<file path="src/rtl/dualGrayPkg.sv">
package dualGrayPkg;

  // Strobes issued by the control unit to the pointer datapath.
  typedef struct packed {
    logic stepEn;   // advance the Gray state this edge
    logic errSet;   // a refused request was seen this edge
  } ctrlStrobes_t;

endpackage

</file>
<file path="src/rtl/grayCtrl.sv">
module grayCtrl
  import dualGrayPkg::*;
(
  input  logic         clk,
  input  logic         rstN,
  input  logic         incReq,
  input  logic         inhibit,
  output ctrlStrobes_t strobes,
  output logic         errSticky
);

  // A request is accepted only while the guard input is low.
  always_comb begin
    strobes.stepEn = incReq & ~inhibit;
    strobes.errSet = incReq &  inhibit;
  end

  always_ff @(posedge clk or negedge rstN) begin
    if (!rstN)               errSticky <= 1'b0;
    else if (strobes.errSet) errSticky <= 1'b1;
  end

  // a refused request flags the error on the next cycle
  p_err_set_r9: assert property (@(posedge clk) disable iff (!rstN)
    (incReq && inhibit) |=> errSticky);

  // the flag never drops while out of reset
  p_err_sticky_r10: assert property (@(posedge clk) disable iff (!rstN)
    errSticky |=> errSticky);

endmodule

</file>
<file path="src/rtl/grayDatapath.sv">
module grayDatapath
  import dualGrayPkg::*;
#(
  parameter int PTR_W = 4
) (
  input  logic               clk,
  input  logic               rstN,
  input  ctrlStrobes_t       strobes,
  output logic [PTR_W-1:0]   grayPtr,
  output logic [PTR_W-2:0]   subPtr
);

  localparam int SUB_W = PTR_W - 1;

  logic [PTR_W-1:0] grayState;
  logic [PTR_W-1:0] binNow;
  logic [PTR_W-1:0] binNext;
  logic [PTR_W-1:0] grayNext;

  // Prefix XOR from the top bit downward recovers the binary count.
  function automatic logic [PTR_W-1:0] grayToBin(input logic [PTR_W-1:0] g);
    logic [PTR_W-1:0] b;
    b[PTR_W-1] = g[PTR_W-1];
    for (int i = PTR_W - 2; i >= 0; i--) begin
      b[i] = b[i+1] ^ g[i];
    end
    return b;
  endfunction

  function automatic logic [PTR_W-1:0] binToGray(input logic [PTR_W-1:0] b);
    return b ^ (b >> 1);
  endfunction

  // Decode, conditional add, re-encode: one chain per cycle.
  always_comb begin
    binNow   = grayToBin(grayState);
    binNext  = binNow + {{(PTR_W-1){1'b0}}, strobes.stepEn};
    grayNext = binToGray(binNext);
  end

  always_ff @(posedge clk or negedge rstN) begin
    if (!rstN) grayState <= '0;
    else       grayState <= grayNext;
  end

  assign grayPtr = grayState;

  // Half-range address: fold the top two Gray bits into one.
  generate
    if (SUB_W == 1) begin : g_subNarrow
      assign subPtr = grayState[1] ^ grayState[0];
    end else begin : g_subWide
      assign subPtr = {grayState[PTR_W-1] ^ grayState[PTR_W-2],
                       grayState[PTR_W-3:0]};
    end
  endgenerate

  // state holds whenever control withholds the step
  p_hold_r3: assert property (@(posedge clk) disable iff (!rstN)
    !strobes.stepEn |=> $stable(grayPtr) && $stable(subPtr));

  // an accepted step flips exactly one pointer bit
  p_one_bit_r5: assert property (@(posedge clk) disable iff (!rstN)
    strobes.stepEn |=> $countones(grayPtr ^ $past(grayPtr)) == 1);

  // the derived address is itself a single-bit-change sequence
  p_sub_one_bit_r7: assert property (@(posedge clk) disable iff (!rstN)
    strobes.stepEn |=> $countones(subPtr ^ $past(subPtr)) == 1);

endmodule

</file>
<file path="src/rtl/dualGrayCounter.sv">
module dualGrayCounter
  import dualGrayPkg::*;
#(
  parameter int PTR_W = 4
) (
  input  logic             clk,
  input  logic             rstN,
  input  logic             incReq,
  input  logic             inhibit,
  output logic [PTR_W-1:0] grayPtr,
  output logic [PTR_W-2:0] subPtr,
  output logic             errSticky
);

  ctrlStrobes_t strobes;

  grayCtrl u_ctrl (
    .clk       (clk),
    .rstN      (rstN),
    .incReq    (incReq),
    .inhibit   (inhibit),
    .strobes   (strobes),
    .errSticky (errSticky)
  );

  grayDatapath #(.PTR_W(PTR_W)) u_dp (
    .clk     (clk),
    .rstN    (rstN),
    .strobes (strobes),
    .grayPtr (grayPtr),
    .subPtr  (subPtr)
  );

  // reset leaves every output at zero
  p_reset_zero_r1: assert property (@(posedge clk)
    !rstN |-> (grayPtr == '0) && (subPtr == '0) && !errSticky);

endmodule

</file>
<file path="config.mk">
export PLATFORM = sky130hd
export DESIGN_NAME = dualGrayCounter
export DESIGN_NICKNAME = d
export VERILOG_FILES = /design/src/rtl/dualGrayPkg.sv /design/src/rtl/grayCtrl.sv /design/src/rtl/grayDatapath.sv /design/src/rtl/dualGrayCounter.sv
export SDC_FILE = /design/constraint.sdc
export NUM_CORES = 1
export LEC_CHECK = 0
export ABC_AREA = 1
export BUFFER_PORTS_ARGS = -buffer_cell sky130_fd_sc_hd__buf_2
export CAP_MARGIN = 20
export CORE_AREA = 2 2 39 41
export CTS_CLUSTER_SIZE = 40
export DETAILED_ROUTE_END_ITERATION = 6
export DIE_AREA = 0 0 41 43
export HOLD_SLACK_MARGIN = 0.12
export PLACE_DENSITY = 0.45
export SETUP_SLACK_MARGIN = 0.02
export SLEW_MARGIN = 20
export SYNTH_ARGS = -nofsm -noshare
export SYNTH_HDL_FRONTEND = slang
export SYNTH_SLANG_ARGS = --single-unit
</file>
<file path="constraint.sdc">
create_clock -name clk -period 3.4 [get_ports clk]
set_clock_uncertainty 0.2 [all_clocks]
set_input_delay 0.68 -clock clk [delete_from_list [all_inputs] [get_ports clk]]
set_output_delay 0.68 -clock clk [all_outputs]
set_load 0.005 [all_outputs]
</file>
Word-level counts from Yosys, hierarchy flattened
Index checks and enable logic that the tools add are counted.

cells by class
  add/sub/neg operators = 1
  $mul = 0
  divide/modulo/power cells = 0
  $lt $le $gt $ge = 0
  equality and inequality tests = 0
  shift operators = 0
  mux-type cells = 0
  bitwise logic cells = 7
  reductions and logical operators = 0

operator list
  kind                        count
  adder 4 x 1 -> 4 bit        1
  bitwise XOR 4 x 3 -> 4 bit  1
  bitwise XOR 1 bit           3
  bitwise AND 1 bit           2
  inverter 1 bit              1

storage, ports and cells
  register bits after elaboration = 5
  latch bits = 0
  bits in writable memories = 0
  memory bits (read-only) = 0
  input port bits = 4
  output and inout port bits = 8
  word-level logic and storage cells = 10
  memories kept = 0

Longest topological paths before layout
  depth in word-level cells = 5
  depth in mapped cells = 10
  mapped depth without buffers = 10

Hierarchy
Synthesis repeated with hierarchy kept, for this count alone.

unflattened totals
  cell total of the unflattened synthesis = 39
  area, all modules = 295.3 um^2

by module, submodules not included
  module        instances  cells each  area each (um^2)  seq. area each (um^2)
  grayDatapath  1          32          247.7             100.1
  grayCtrl      1          7           47.5              25.0

Least setup slack after synthesis
OpenSTA, ideal clock, no wires.

  kind = register -> register
  start = reg u_dp.grayState[3], in the netlist u_dp.grayPtr[3]
  end = reg u_dp.grayState[2], in the netlist u_dp.grayPtr[2]
  setup time = 0.117 ns
  arrival time = 1.420 ns
  data required time = 3.083 ns
  path slack = 1.664 ns
  stages on the path, launching flop included = 11
  path buffers = 0
  period minus slack after synthesis = 1.736 ns
  cell sequence = dfrtp_1 > xor2_2 > ha_1 > inv_1 > nand2_1 > nand3_1 > nand2_1 > nand2_1 > inv_1 > nand2_1 > nand2_1

on the way
  longest elaborated chain between the ends = 5

RTL lines
  element                          RTL line               source
  start, declared                  grayDatapath.sv:15     logic [PTR_W-1:0] grayState;
  start signal, assigned           grayDatapath.sv:43     else grayState <= grayNext;
  bitwise XOR 1 bit (*)            --
  net subPtr[2]                    dualGrayCounter.sv:11  output logic [PTR_W-2:0] subPtr,
  bitwise XOR 1 bit (2 in series)  grayDatapath.sv:25     b[i] = b[i+1] ^ g[i];
  adder 4 x 1 -> 4 bit (*)         grayDatapath.sv:37     binNext = binNow + {{(PTR_W-1){1'b0}}, strobes.stepEn};
  bitwise XOR 4 x 3 -> 4 bit (*)   grayDatapath.sv:31     return b ^ (b >> 1);
  net u_dp.grayNext[2]             grayDatapath.sv:18     logic [PTR_W-1:0] grayNext;

The timed path passes the listed nets; every way through them passes the cells marked *.
A chain may end at the register's enable or synchronous reset.

Worst setup path in the final report
  start = reg u_dp.grayState[3], in the netlist u_dp.grayPtr[3]
  end = out subPtr[2]

on the way
  longest elaborated chain between the ends = 1

RTL lines
  element            RTL line               source
  bitwise XOR 1 bit  grayDatapath.sv:53     assign subPtr = {grayState[PTR_W-1] ^ grayState[PTR_W-2],
  end, declared      dualGrayCounter.sv:11

Every way passes these cells.

==> impl_results.rst <==
.. list-table::
   :header-rows: 1

   * - Metric
     - Value
   * - Summed instance area of the synthesized netlist
     - 294 um2
   * - Number of instances in the synthesized netlist
     - 38
   * - DP Cell Count
     - 63
   * - Post-cts gate resize count
     - 0
   * - Setup repair after global routing missed its margin
     - false
   * - EDFF count, synth
     - 0
   * - First-pass GRT wire length
     - 862 um
   * - Total congestion overflow after global routing
     - 0
   * - Width of the chip
     - 41 um
   * - Average instance area after synthesis
     - roughly 7.7 um2
   * - Count of input and output buffers
     - 11
   * - Yosys synthesis warning count
     - 0
   * - Maximum net fanout on the critical path
     - 4
   * - Period minus WS final
     - 1.91 ns
   * - Pwr/cell area
     - between 1000 and 1500 nW/um2
   * - Average detailed-routed wire length per instance
     - between 8 and 9 um
   * - Die Area
     - 1760 um2
   * - Rows
     - 14
   * - Arrival time of data at the critical path endpoint
     - 1.03 ns
   * - Top cell family by delay on the critical path
     - flip-flops
   * - Crit start category
     - flip-flop
   * - Total CTS buffers
     - 3
   * - DIE HEIGHT
     - 43 um
   * - DRC violations left
     - 0
   * - Clock net sink count
     - 5
   * - Path type of the worst min-delay path
     - flip-flop to flip-flop
   * - Data required time at the worst endpoint
     - approximately 2.5 ns
   * - Worst-case headroom to the max-slew limit
     - a little under nine tenths
   * - Hold Violations, Final
     - 0
   * - Starting Density
     - 21.2%
   * - Placer Congestion
     - 0.661
   * - Number of primary I/O pins
     - 12
   * - Filler instances
     - 163
   * - Via total after detailed routing
     - 283
   * - Overall power
     - 0.000397 W
   * - Leak pwr
     - 0.218 nW
   * - Final cycle utilization of the critical path
     - 56.3%
   * - Standard cell core area
     - 1380 um2
   * - Number of buffer and inverter stages on the critical path
     - 1
   * - CTS max path bufs
     - 2
   * - Post-Route Utilization
     - 28.2%
   * - Number of pins with negative max-slew slack in the final report
     - 0
   * - Number of global-route vias before repair
     - 228
   * - Proportion of synthesized chip area in sequential cells
     - 42.6%
   * - Top cells by area, synth
     - sky130_fd_sc_hd__dfrtp_1 (43%), sky130_fd_sc_hd__nand2_1 (14%), sky130_fd_sc_hd__inv_1 (8.9%), sky130_fd_sc_hd__nand4_1 (6.4%), sky130_fd_sc_hd__xor2_2 (5.5%)
   * - Most repeated cell in the gate-level netlist after synthesis
     - sky130_fd_sc_hd__nand2_1
   * - Setup TNS Final
     - 0 ns
   * - Multi-input gate area
     - 128 um2
   * - Fmax achieved
     - between 500 and 600 MHz
   * - Number of inserted diodes
     - 0
   * - Number of nets still failing antenna checks after routing
     - 0
   * - Register clock-pin slew on the reported worst setup and hold paths
     - approximately 0.050 ns
   * - Cell breakdown of the critical path
     - xor2_2, buf_2
   * - Half-perimeter wire length of the detailed placement result
     - 487 um
   * - Most area-hungry cell type in the Yosys netlist
     - sky130_fd_sc_hd__dfrtp_1
   * - Antenna violations before repair
     - 0
   * - Storage cell area
     - between 100 and 150 um2
   * - Capturing element type of the critical path
     - output pin
   * - Slowest cell on crit path
     - sky130_fd_sc_hd__dfrtp_1
   * - Setup Crit Path Kind
     - flip-flop to output pin
   * - Number of distinct library cells after synthesis
     - 11
   * - Worst Tran Pin Value
     - 0.217 ns
   * - Growth of design area from synthesis to finish
     - 32.8%
   * - Area share of the leading cell type in the synthesized netlist
     - 42.6%
   * - Final Instance Area
     - 390 um2
   * - Number of vias per cell after detailed routing
     - 4.16
   * - Latest clock arrival within the worst-skew pair
     - 0.24 ns
   * - Final setup fails
     - 0
   * - Clock tree from TritonCTS
     - done
   * - Predominant post-synthesis flop cell
     - sky130_fd_sc_hd__dfrtp_1
   * - Synthesis-stage register bit count
     - 5
   * - Largest net degree at the start of global routing
     - 6
   * - Area after detailed placement
     - approximately 350 um2
   * - Number of nets in the synthesized netlist
     - 43
   * - Largest stage delay on the critical path
     - 0.42 ns
   * - Iter 0 DRT Violations
     - 3
   * - Global-route total usage across every layer
     - roughly 8.2%
   * - Htree depth
     - 1
   * - Worst IR Drop VDD
     - 0.000227 V
   * - Status
     - finished clean
   * - Share of cells above drive strength 1
     - roughly 29%
   * - Final std cells w/o fill
     - approximately 70
   * - Number of search-and-repair iterations in the first detailed-routing pass
     - 4
   * - Wire length reported by the detailed router
     - 596 um
   * - Cell types with the highest counts after synthesis
     - sky130_fd_sc_hd__nand2_1 (11), sky130_fd_sc_hd__inv_1 (7), sky130_fd_sc_hd__dfrtp_1 (5)
   * - Share of synthesized flip-flops with an asynchronous set or reset
     - between 90% and 100%
   * - Nets@finish
     - 58
   * - Number of max-capacitance violations reported
     - 0
   * - Root Driver
     - sky130_fd_sc_hd__clkbuf_4
==> final cells by class <==
type	count	area share (%)
multi-input cells	24	32.7
flip-flops and latches	5	32.1
repair buffers	12	16.7
clock buffers	4	6.73
inverters	7	6.73
well taps	16	5.13
==> logic make-up after synthesis <==
logic type / share of synthesized area [%]
and+or+nand+nor: 27.7
buffers and inverters: 14.0
DFF: 42.6
AOI/OAI and AO/OA: 5.96
xor gates and xnor gates: 5.53
adders and majority gates: 4.25
==> worst register-to-register path, stage by stage, from the launching register on <==
cell and delay, ns:
sky130_fd_sc_hd__dfrtp_1 0.42, sky130_fd_sc_hd__xor2_2 0.21, sky130_fd_sc_hd__ha_1 0.31, sky130_fd_sc_hd__inv_1 0.08
sky130_fd_sc_hd__nand2_1 0.08, sky130_fd_sc_hd__nand3_1 0.13, sky130_fd_sc_hd__nand2_1 0.07, sky130_fd_sc_hd__nand2_1 0.10
sky130_fd_sc_hd__inv_1 0.04, sky130_fd_sc_hd__nand2_1 0.05, sky130_fd_sc_hd__nand2_1 0.04
==> layout by cell type (no fill, tap or decap), drive strengths merged <==
cell type and instances:
inv 7, clkbuf 4, buf 11, dfrtp 5, o21bai 1, nand3 2, nand4 3, xor2 1
nor2 3, o21ai 2, ha 1, dlygate4sd3 1, nand2 11
==> metrics by stage <==
stage	hold WS [ns]	setup slack, ns
3_3_place_gp	0.271	1.58
6_report	0.266	1.49
4_1_cts	0.276	1.47
2_1_floorplan	0.184	1.66
5_1_grt	0.307	1.40
3_5_place_dp	0.264	1.56
==> layer usage <==
layer	track usage, %	share of wire (%)	vias to the layer above
met5	0	0	-
met4	8.00	0	0
met3	4.71	2.7	0
met2	10.6	53	5
met1	8.74	44	132
li1	-	-	146
==> what timing repair did <==
action / 4_1_cts / 5_1_grt
endpoints found under the hold margin: 5 / 0
setup buffers: 0 / 0
hold buffers: 1 / 0
setup endpoints to repair: 0 / 0
==> path summary, 6_finish.rpt <==
| check | from | endpoint | slack, ns | cells past startpoint |
|---|---|---|---|---|
| worst min-delay path | u_ctrl.errSticky$_DFFE_PN0P_ | u_ctrl.errSticky$_DFFE_PN0P_ | 0.27 | 1 |
| max in group asynchronous | rstN | u_dp.grayPtr[3]$_DFF_PN0_ | 2.27 | 2 |
| worst min register to register | u_ctrl.errSticky$_DFFE_PN0P_ | u_ctrl.errSticky$_DFFE_PN0P_ | 0.27 | 1 |
| worst max-delay path | u_dp.grayPtr[3]$_DFF_PN0_ | subPtr[2] | 1.49 | 2 |
| min in group asynchronous | rstN | async pin | 0.59 | 2 |
| worst max register to register | u_dp.grayPtr[3]$_DFF_PN0_ | u_dp.grayPtr[2]$_DFF_PN0_ | 1.55 | 10 |
==> power breakdown <==
part / total (W) / internal [W] / switching (W)
sequential: 0.000112 / 0.0000847 / 0.0000274
combinational: 0.000216 / 0.0000900 / 0.000127
clock: 0.0000686 / 0.0000444 / 0.0000242
Note: power is estimated with default switching activity, not from simulation.
